==> config.mk <==
export PLATFORM = sky130hd
export DESIGN_NAME = dual_cmp_timer
export DESIGN_NICKNAME = d
export VERILOG_FILES = /design/src/rtl/dct_pkg.sv /design/src/rtl/dct_clksel.sv /design/src/rtl/dct_counter.sv /design/src/rtl/dct_channel.sv /design/src/rtl/dct_regs.sv /design/src/rtl/dual_cmp_timer.sv
export SDC_FILE = /design/constraint.sdc
export NUM_CORES = 1
export LEC_CHECK = 0
export BUFFER_PORTS_ARGS = -buffer_cell sky130_fd_sc_hd__buf_4
export CORE_ASPECT_RATIO = 1.2
export CORE_MARGIN = 2
export CORE_UTILIZATION = 30
export DETAILED_ROUTE_END_ITERATION = 16
export PLACE_DENSITY = 0.52
export SLEW_MARGIN = 10
export SYNTH_ARGS = -nofsm -noshare
export SYNTH_HDL_FRONTEND = slang
export SYNTH_SLANG_ARGS = --single-unit
export TNS_END_PERCENT = 100
==> constraint.sdc <==
create_clock -name clk -period 2.1 [get_ports clk]
set_input_delay 0.21 -clock clk [delete_from_list [all_inputs] [get_ports clk]]
set_output_delay 0.21 -clock clk [all_outputs]
set_load 0.01 [all_outputs]
==> src/rtl/dct_pkg.sv <==
package dct_pkg;
  localparam int NUM_CH   = 2;
  localparam int MODE_W   = 4;
  localparam int ADDR_W   = 3;
  localparam int M_ONCE   = 3;
  localparam int M_TOG    = 2;
  localparam int M_CLR    = 1;
  localparam int M_IRQ    = 0;
  localparam logic [ADDR_W-1:0] A_CMP0  = 3'd0;
  localparam logic [ADDR_W-1:0] A_CMP1  = 3'd1;
  localparam logic [ADDR_W-1:0] A_MODE0 = 3'd2;
  localparam logic [ADDR_W-1:0] A_MODE1 = 3'd3;
  localparam logic [ADDR_W-1:0] A_SEL   = 3'd4;
  localparam logic [ADDR_W-1:0] A_STAT  = 3'd5;
  localparam logic [ADDR_W-1:0] A_CNT   = 3'd6;
  localparam logic [ADDR_W-1:0] A_ARM   = 3'd7;
endpackage

==> src/rtl/dct_clksel.sv <==
module dct_clksel #(
  parameter int NSRC = 4,
  localparam int SEL_W = $clog2(NSRC)
) (
  input  logic [NSRC-1:0]  src,
  input  logic [SEL_W-1:0] sel,
  output logic             en
);
  generate
    if ((1 << SEL_W) == NSRC) begin : g_pow2
      assign en = src[sel];
    end else begin : g_odd
      assign en = (int'(sel) < NSRC) ? src[sel] : 1'b0;
    end
  endgenerate
endmodule

==> src/rtl/dct_counter.sv <==
module dct_counter #(
  parameter int CNT_W = 8
) (
  input  logic             clk,
  input  logic             rst,
  input  logic             en,
  input  logic             clr_req,
  output logic [CNT_W-1:0] cnt_q,
  output logic [CNT_W-1:0] nxt
);
  logic clr_pend_q;

  assign nxt = clr_pend_q ? '0 : cnt_q + 1'b1;

  always_ff @(posedge clk) begin
    if (rst) begin
      cnt_q      <= '0;
      clr_pend_q <= 1'b0;
    end else if (en) begin
      cnt_q      <= nxt;
      clr_pend_q <= clr_req;
    end
  end


  hold_chk: assert property (@(posedge clk) disable iff (rst)
    !en |=> $stable(cnt_q));

  step_chk: assert property (@(posedge clk) disable iff (rst)
    (en && !clr_pend_q) |=> cnt_q == CNT_W'($past(cnt_q) + 1'b1));

  zero_after_clr_chk: assert property (@(posedge clk) disable iff (rst)
    (en && clr_pend_q) |=> cnt_q == '0);
endmodule

==> src/rtl/dct_channel.sv <==
module dct_channel #(
  parameter int CNT_W = 8
) (
  input  logic                      clk,
  input  logic                      rst,
  input  logic                      en,
  input  logic [CNT_W-1:0]          nxt,
  input  logic [CNT_W-1:0]          cnt_q,
  input  logic [CNT_W-1:0]          cmp_q,
  input  logic [dct_pkg::MODE_W-1:0] mode_q,
  input  logic                      rearm,
  output logic                      hit,
  output logic                      hit_q,
  output logic                      armed_q
);
  import dct_pkg::*;

  assign hit = en && (nxt == cmp_q) && (!mode_q[M_ONCE] || armed_q);

  always_ff @(posedge clk) begin
    if (rst) begin
      hit_q   <= 1'b0;
      armed_q <= 1'b1;
    end else begin
      hit_q <= hit;
      if (rearm)                    armed_q <= 1'b1;
      else if (hit && mode_q[M_ONCE]) armed_q <= 1'b0;
    end
  end


  one_shot_chk: assert property (@(posedge clk) disable iff (rst)
    (mode_q[M_ONCE] && !armed_q) |=> !hit_q);

  match_val_chk: assert property (@(posedge clk) disable iff (rst)
    hit_q |-> cnt_q == $past(cmp_q));
endmodule

==> src/rtl/dct_regs.sv <==
module dct_regs #(
  parameter int CNT_W = 8,
  parameter int SEL_W = 2
) (
  input  logic                                        clk,
  input  logic                                        rst,
  input  logic                                        wr_en,
  input  logic [dct_pkg::ADDR_W-1:0]                  wr_addr,
  input  logic [CNT_W-1:0]                            wr_data,
  input  logic [dct_pkg::ADDR_W-1:0]                  rd_addr,
  input  logic [CNT_W-1:0]                            cnt_q,
  input  logic [dct_pkg::NUM_CH-1:0]                  armed_q,
  input  logic [dct_pkg::NUM_CH-1:0]                  irq_hit,
  output logic [dct_pkg::NUM_CH-1:0][CNT_W-1:0]       cmp_q,
  output logic [dct_pkg::NUM_CH-1:0][dct_pkg::MODE_W-1:0] mode_q,
  output logic [dct_pkg::NUM_CH-1:0]                  rearm,
  output logic [SEL_W-1:0]                            sel_q,
  output logic [dct_pkg::NUM_CH-1:0]                  pend_q,
  output logic [CNT_W-1:0]                            rd_data
);
  import dct_pkg::*;

  localparam logic [ADDR_W-1:0] CMP_BASE  = A_CMP0;
  localparam logic [ADDR_W-1:0] MODE_BASE = A_MODE0;

  logic [NUM_CH-1:0] clr;
  logic [CNT_W-1:0]  rd_nxt;

  assign clr = (wr_en && wr_addr == A_STAT) ? wr_data[NUM_CH-1:0] : '0;

  for (genvar i = 0; i < NUM_CH; i++) begin : g_ch
    localparam logic [ADDR_W-1:0] CMP_A  = CMP_BASE + ADDR_W'(i);
    localparam logic [ADDR_W-1:0] MODE_A = MODE_BASE + ADDR_W'(i);

    assign rearm[i] = wr_en && wr_addr == MODE_A && wr_data[M_ONCE];

    always_ff @(posedge clk) begin
      if (rst) begin
        cmp_q[i]  <= '0;
        mode_q[i] <= '0;
        pend_q[i] <= 1'b0;
      end else begin
        if (wr_en && wr_addr == CMP_A)  cmp_q[i]  <= wr_data;
        if (wr_en && wr_addr == MODE_A) mode_q[i] <= wr_data[MODE_W-1:0];
        if (irq_hit[i])                 pend_q[i] <= 1'b1;
        else if (clr[i])                pend_q[i] <= 1'b0;
      end
    end


    pend_hold_chk: assert property (@(posedge clk) disable iff (rst)
      (!irq_hit[i] && !clr[i]) |=> $stable(pend_q[i]));
  end

  always_ff @(posedge clk) begin
    if (rst)                          sel_q <= '0;
    else if (wr_en && wr_addr == A_SEL) sel_q <= wr_data[SEL_W-1:0];
  end

  always_comb begin
    rd_nxt = '0;
    case (rd_addr)
      A_CMP0:  rd_nxt = cmp_q[0];
      A_CMP1:  rd_nxt = cmp_q[1];
      A_MODE0: rd_nxt = {{(CNT_W-MODE_W){1'b0}}, mode_q[0]};
      A_MODE1: rd_nxt = {{(CNT_W-MODE_W){1'b0}}, mode_q[1]};
      A_SEL:   rd_nxt = {{(CNT_W-SEL_W){1'b0}}, sel_q};
      A_STAT:  rd_nxt = {{(CNT_W-NUM_CH){1'b0}}, pend_q};
      A_CNT:   rd_nxt = cnt_q;
      A_ARM:   rd_nxt = {{(CNT_W-NUM_CH){1'b0}}, armed_q};
      default: rd_nxt = '0;
    endcase
  end

  always_ff @(posedge clk) begin
    if (rst) rd_data <= '0;
    else     rd_data <= rd_nxt;
  end
endmodule

==> src/rtl/dual_cmp_timer.sv <==
module dual_cmp_timer #(
  parameter int CNT_W = 8,
  parameter int NSRC  = 4
) (
  input  logic             clk,
  input  logic             rst,
  input  logic             wr_en,
  input  logic [2:0]       wr_addr,
  input  logic [CNT_W-1:0] wr_data,
  input  logic [2:0]       rd_addr,
  output logic [CNT_W-1:0] rd_data,
  input  logic [NSRC-1:0]  tick_src,
  output logic             irq,
  output logic             tog_out,
  output logic [1:0]       match
);
  import dct_pkg::*;

  localparam int SEL_W = $clog2(NSRC);

  logic                               en;
  logic [CNT_W-1:0]                   cnt_q;
  logic [CNT_W-1:0]                   nxt;
  logic [NUM_CH-1:0][CNT_W-1:0]       cmp_q;
  logic [NUM_CH-1:0][MODE_W-1:0]      mode_q;
  logic [NUM_CH-1:0]                  rearm;
  logic [SEL_W-1:0]                   sel_q;
  logic [NUM_CH-1:0]                  pend_q;
  logic [NUM_CH-1:0]                  hit;
  logic [NUM_CH-1:0]                  hit_q;
  logic [NUM_CH-1:0]                  armed_q;
  logic [NUM_CH-1:0]                  irq_hit;
  logic [NUM_CH-1:0]                  clr_hit;
  logic [NUM_CH-1:0]                  tog_hit;
  logic                               tog_q;

  dct_clksel #(.NSRC(NSRC)) u_sel (
    .src(tick_src), .sel(sel_q), .en(en)
  );

  dct_counter #(.CNT_W(CNT_W)) u_cnt (
    .clk(clk), .rst(rst), .en(en), .clr_req(|clr_hit),
    .cnt_q(cnt_q), .nxt(nxt)
  );

  for (genvar i = 0; i < NUM_CH; i++) begin : g_ch
    dct_channel #(.CNT_W(CNT_W)) u_ch (
      .clk(clk), .rst(rst), .en(en), .nxt(nxt), .cnt_q(cnt_q),
      .cmp_q(cmp_q[i]), .mode_q(mode_q[i]), .rearm(rearm[i]),
      .hit(hit[i]), .hit_q(hit_q[i]), .armed_q(armed_q[i])
    );
    assign irq_hit[i] = hit[i] && mode_q[i][M_IRQ];
    assign clr_hit[i] = hit[i] && mode_q[i][M_CLR];
    assign tog_hit[i] = hit[i] && mode_q[i][M_TOG];
  end

  dct_regs #(.CNT_W(CNT_W), .SEL_W(SEL_W)) u_regs (
    .clk(clk), .rst(rst), .wr_en(wr_en), .wr_addr(wr_addr),
    .wr_data(wr_data), .rd_addr(rd_addr), .cnt_q(cnt_q),
    .armed_q(armed_q), .irq_hit(irq_hit), .cmp_q(cmp_q),
    .mode_q(mode_q), .rearm(rearm), .sel_q(sel_q),
    .pend_q(pend_q), .rd_data(rd_data)
  );

  always_ff @(posedge clk) begin
    if (rst) tog_q <= 1'b0;
    else     tog_q <= tog_q ^ (^tog_hit);
  end

  assign tog_out = tog_q;
  assign irq     = |pend_q;
  assign match   = hit_q;


  tog_cause_chk: assert property (@(posedge clk) disable iff (rst)
    !$stable(tog_q) |-> |hit_q);

  irq_cause_chk: assert property (@(posedge clk) disable iff (rst)
    $rose(irq) |-> |hit_q);
endmodule

==> results.md <==
- Largest net degree at the start of global routing: 51
- Post-synthesis xor/xnor area fraction: about 4.1%
- Mapped Cells: 350
- CTS tree: yes
- Number of routed nets with antenna violations: 0
- Root buffer selected by CTS: clkbuf_8
- Vias in the first global route: 2645
- Clock skew: about 0.0036 ns
- Worst VDD drop: 0.2448 mV
- Synth Area in Simple Gates: 26.90%
- Post-synthesis sequential area ratio: between 30% and 40%
- GP Congestion: roughly 0.84
- Chip Height: about 110 µm
- Pleak: 1.459 nW
- PnR worst setup slack: -0.1648 ns
- Commonest non-fill, non-tap cell in the layout: buf_4
- Tot GR Track Use: between 10% and 20%
- Placed insts: about 530
- RSZ-0062 raised after global routing: true
- Via count: 2801
- Final Hold Vio Count: 0
- Final Max Slew Viols: 0
- Worst Path Arrival: 2.46 ns
- Cts hold-fix bufs: 0
- IO Port Bufs: 32
- Htree depth: 2
- CTS buffer count: 5
- Final core utilization: 41.86%
- Die span in x: between 90 and 100 µm
- P per Cell Area: 505.7 nW/µm²
- Final #Nets: around 450
- Data required, critical path: 2.30 ns
- Status: complete, but fails checks
- F_max: between 400 and 500 MHz
- Post-route DRC: 0
- Routed wire length: between 8000 and 9000 µm
- CP Class: flop to flop
- Most frequent cells in the layout: buf_4, nand2_1, dfxtp_1
- Yosys reg bits: 50
- Ys Warns: 0
- GRT overflow: 0
- 1st-pass router iterations: 4
- Clk buf depth: 2
- Failing checks: setup timing
- Multiplexer area fraction after synthesis: between 8 and 9%
- # IOs: 33
- Final Non-Filler Cells: approximately 550
- Final setup viols: 7
- Via-to-Cell Ratio: a little over 5
- Starting density of the core: slightly above 30%
- Syn nets: roughly 370
- Cell variety after synth: 56
- Post-Syn Area: 2776 µm²
- Most used DFF post-synth: dfxtp_1
- Final worst-path cycle share: 107.8%
- Slew @ Worst Pin: about 0.53 ns
- Synth Area in Compound Gates: a little under a fifth
- Synth Area in Adders: less than 1%
- Initial antenna violation count: 0
- Starting DRT DRC Count: 192
- Worst skew pair latency: roughly 0.3 ns
- Max FO, Critical Path: 5
- FP Rows: 38
- MaxCap Viol Count: 0
- Fillers: 957
- Asr flop ratio synth: 0%
- Wirelength per Cell: about 16 µm
- First-pass GRT wire length: between 10000 and 15000 µm
- Avg Cell Area, Syn: between 7 and 8 µm²
- Post-synth EDFFs: 0
- CTS sink cnt: 50
- Rel. slew slack: about 65%
- Startpoint types: flop
- Die area: about 10000 µm²
- Min cycle time layout: around 2.3 ns
- Area Overhead vs Synth: 36.19%
- Main combinational cell family by area after synthesis: simple AND/OR/NAND/NOR gates
- Diodes inserted: 0
- Layout cells sized above 1: between 30% and 40%
- Critical Path End Type: flop
- Core area: about 9000 µm²
- Min-delay worst type: primary input to flop
- HPWL after DPL: about 6700 µm
- Clk slew on worst S/H paths: approximately 0.09 ns
==> cells in the mapped netlist (7+ instances only) <==
master / number / area (µm²)
a211oi_1: 9 / 67.56
nand2_1: 52 / 195.2
nand3_1: 13 / 65.06
nor2b_1: 7 / 43.79
dfxtp_1: 50 / 1001
nor3_1: 8 / 40.04
nor2_1: 37 / 138.9
a21oi_1: 36 / 180.2
o21ai_0: 13 / 65.06
mux2i_1: 18 / 180.2
inv_1: 8 / 30.03
clkbuf_1: 13 / 48.80
==> cell families after synthesis <==
| group | Yosys count |
|---|---|
| fa+ha+maj | 1 |
| xor+xnor | 12 |
| simple gates | 151 |
| buf+inv | 31 |
| mux | 22 |
| flops | 50 |
| compound gates | 83 |
==> final timing paths <==
path | from | endpoint | slack [ns] | cells past startpoint
setup / recovery | u_cnt.cnt_q[2] | g_ch[0].u_ch.armed_q | -0.16 | 8
hold / removal | wr_data[4] | u_regs.cmp_q[4] | 0.16 | 3
setup reg to reg | u_cnt.cnt_q[2] | g_ch[0].u_ch.armed_q | -0.16 | 8
hold reg to reg | u_regs.cmp_q[2] | u_regs.cmp_q[2] | 0.50 | 2
==> routing by layer <==
layer,global-route usage (%),part of all wire [%]
met5,0,0
met4,5.757,1.7
met3,2.536,2.9
met2,34.14,53
met1,20.54,42
==> flip-flops by register name (all words and copies together) (netlist names) <==
register / cells
g_ch.u_ch.armed_q: 2
u_cnt.clr_pend_q: 1
u_regs.rd_data: 8
tog_out: 1
u_regs.mode_q: 8
u_regs.sel_q: 2
u_regs.cmp_q: 16
u_regs.pend_q: 2
g_ch.u_ch.hit_q: 2
u_cnt.cnt_q: 8
==> what timing repair did <==
item,in CTS,in global routing
gates resized for setup,25,14
buffers inserted,5,5
pin swaps,4,14
endpoints found under the setup margin,8,8
==> layout make-up <==
class | instances | area [µm²] | area share (%)
Multi-Input combinational cell | 269 | 1802 | 47.65
Sequential cell | 50 | 1017 | 26.90
Timing Repair Buffer | 90 | 686.9 | 18.17
Tap cell | 120 | 150.1 | 3.971
Clock buffer | 6 | 82.58 | 2.184
Inverter | 8 | 30.03 | 0.7942
Clock inverter | 2 | 12.51 | 0.3309
==> critical path, stage by stage, from the launching register on <==
cell,delay [ns]
dfxtp_4,0.39
buf_6,0.10
nand4_1,0.10
or4_4,0.55
and2_4,0.18
xnor2_4,0.13
nor4_4,0.31
nand2_1,0.09
a221o_1,0.31
==> power breakdown <==
group	switching, mW	internal (mW)	total (mW)	leakage (nW)
sequential	0.0264	0.969	0.996	0.409
combinational	0.166	0.155	0.321	1.00
clock	0.330	0.266	0.595	0.0472
==> stage by stage <==
step / instance area [µm²] / TNS [ns] / setup slack (ns) / power, mW / hold slack, ns
floorplan: 2803 / -0.09178 / -0.05056 / 1.171 / 0.3280
global placement: 3436 / -0.8128 / -0.2197 / 1.301 / 0.4719
detailed placement: 3436 / -1.294 / -0.2983 / 1.303 / 0.4827
CTS: 3677 / -0.5141 / -0.1181 / 1.926 / 0.1509
global route: 3781 / -1.549 / -0.2616 / 2.006 / 0.1511
finish: 3781 / -0.8758 / -0.1648 / 1.912 / 0.1576
No activity file was read; power rests on OpenSTA's default activity.
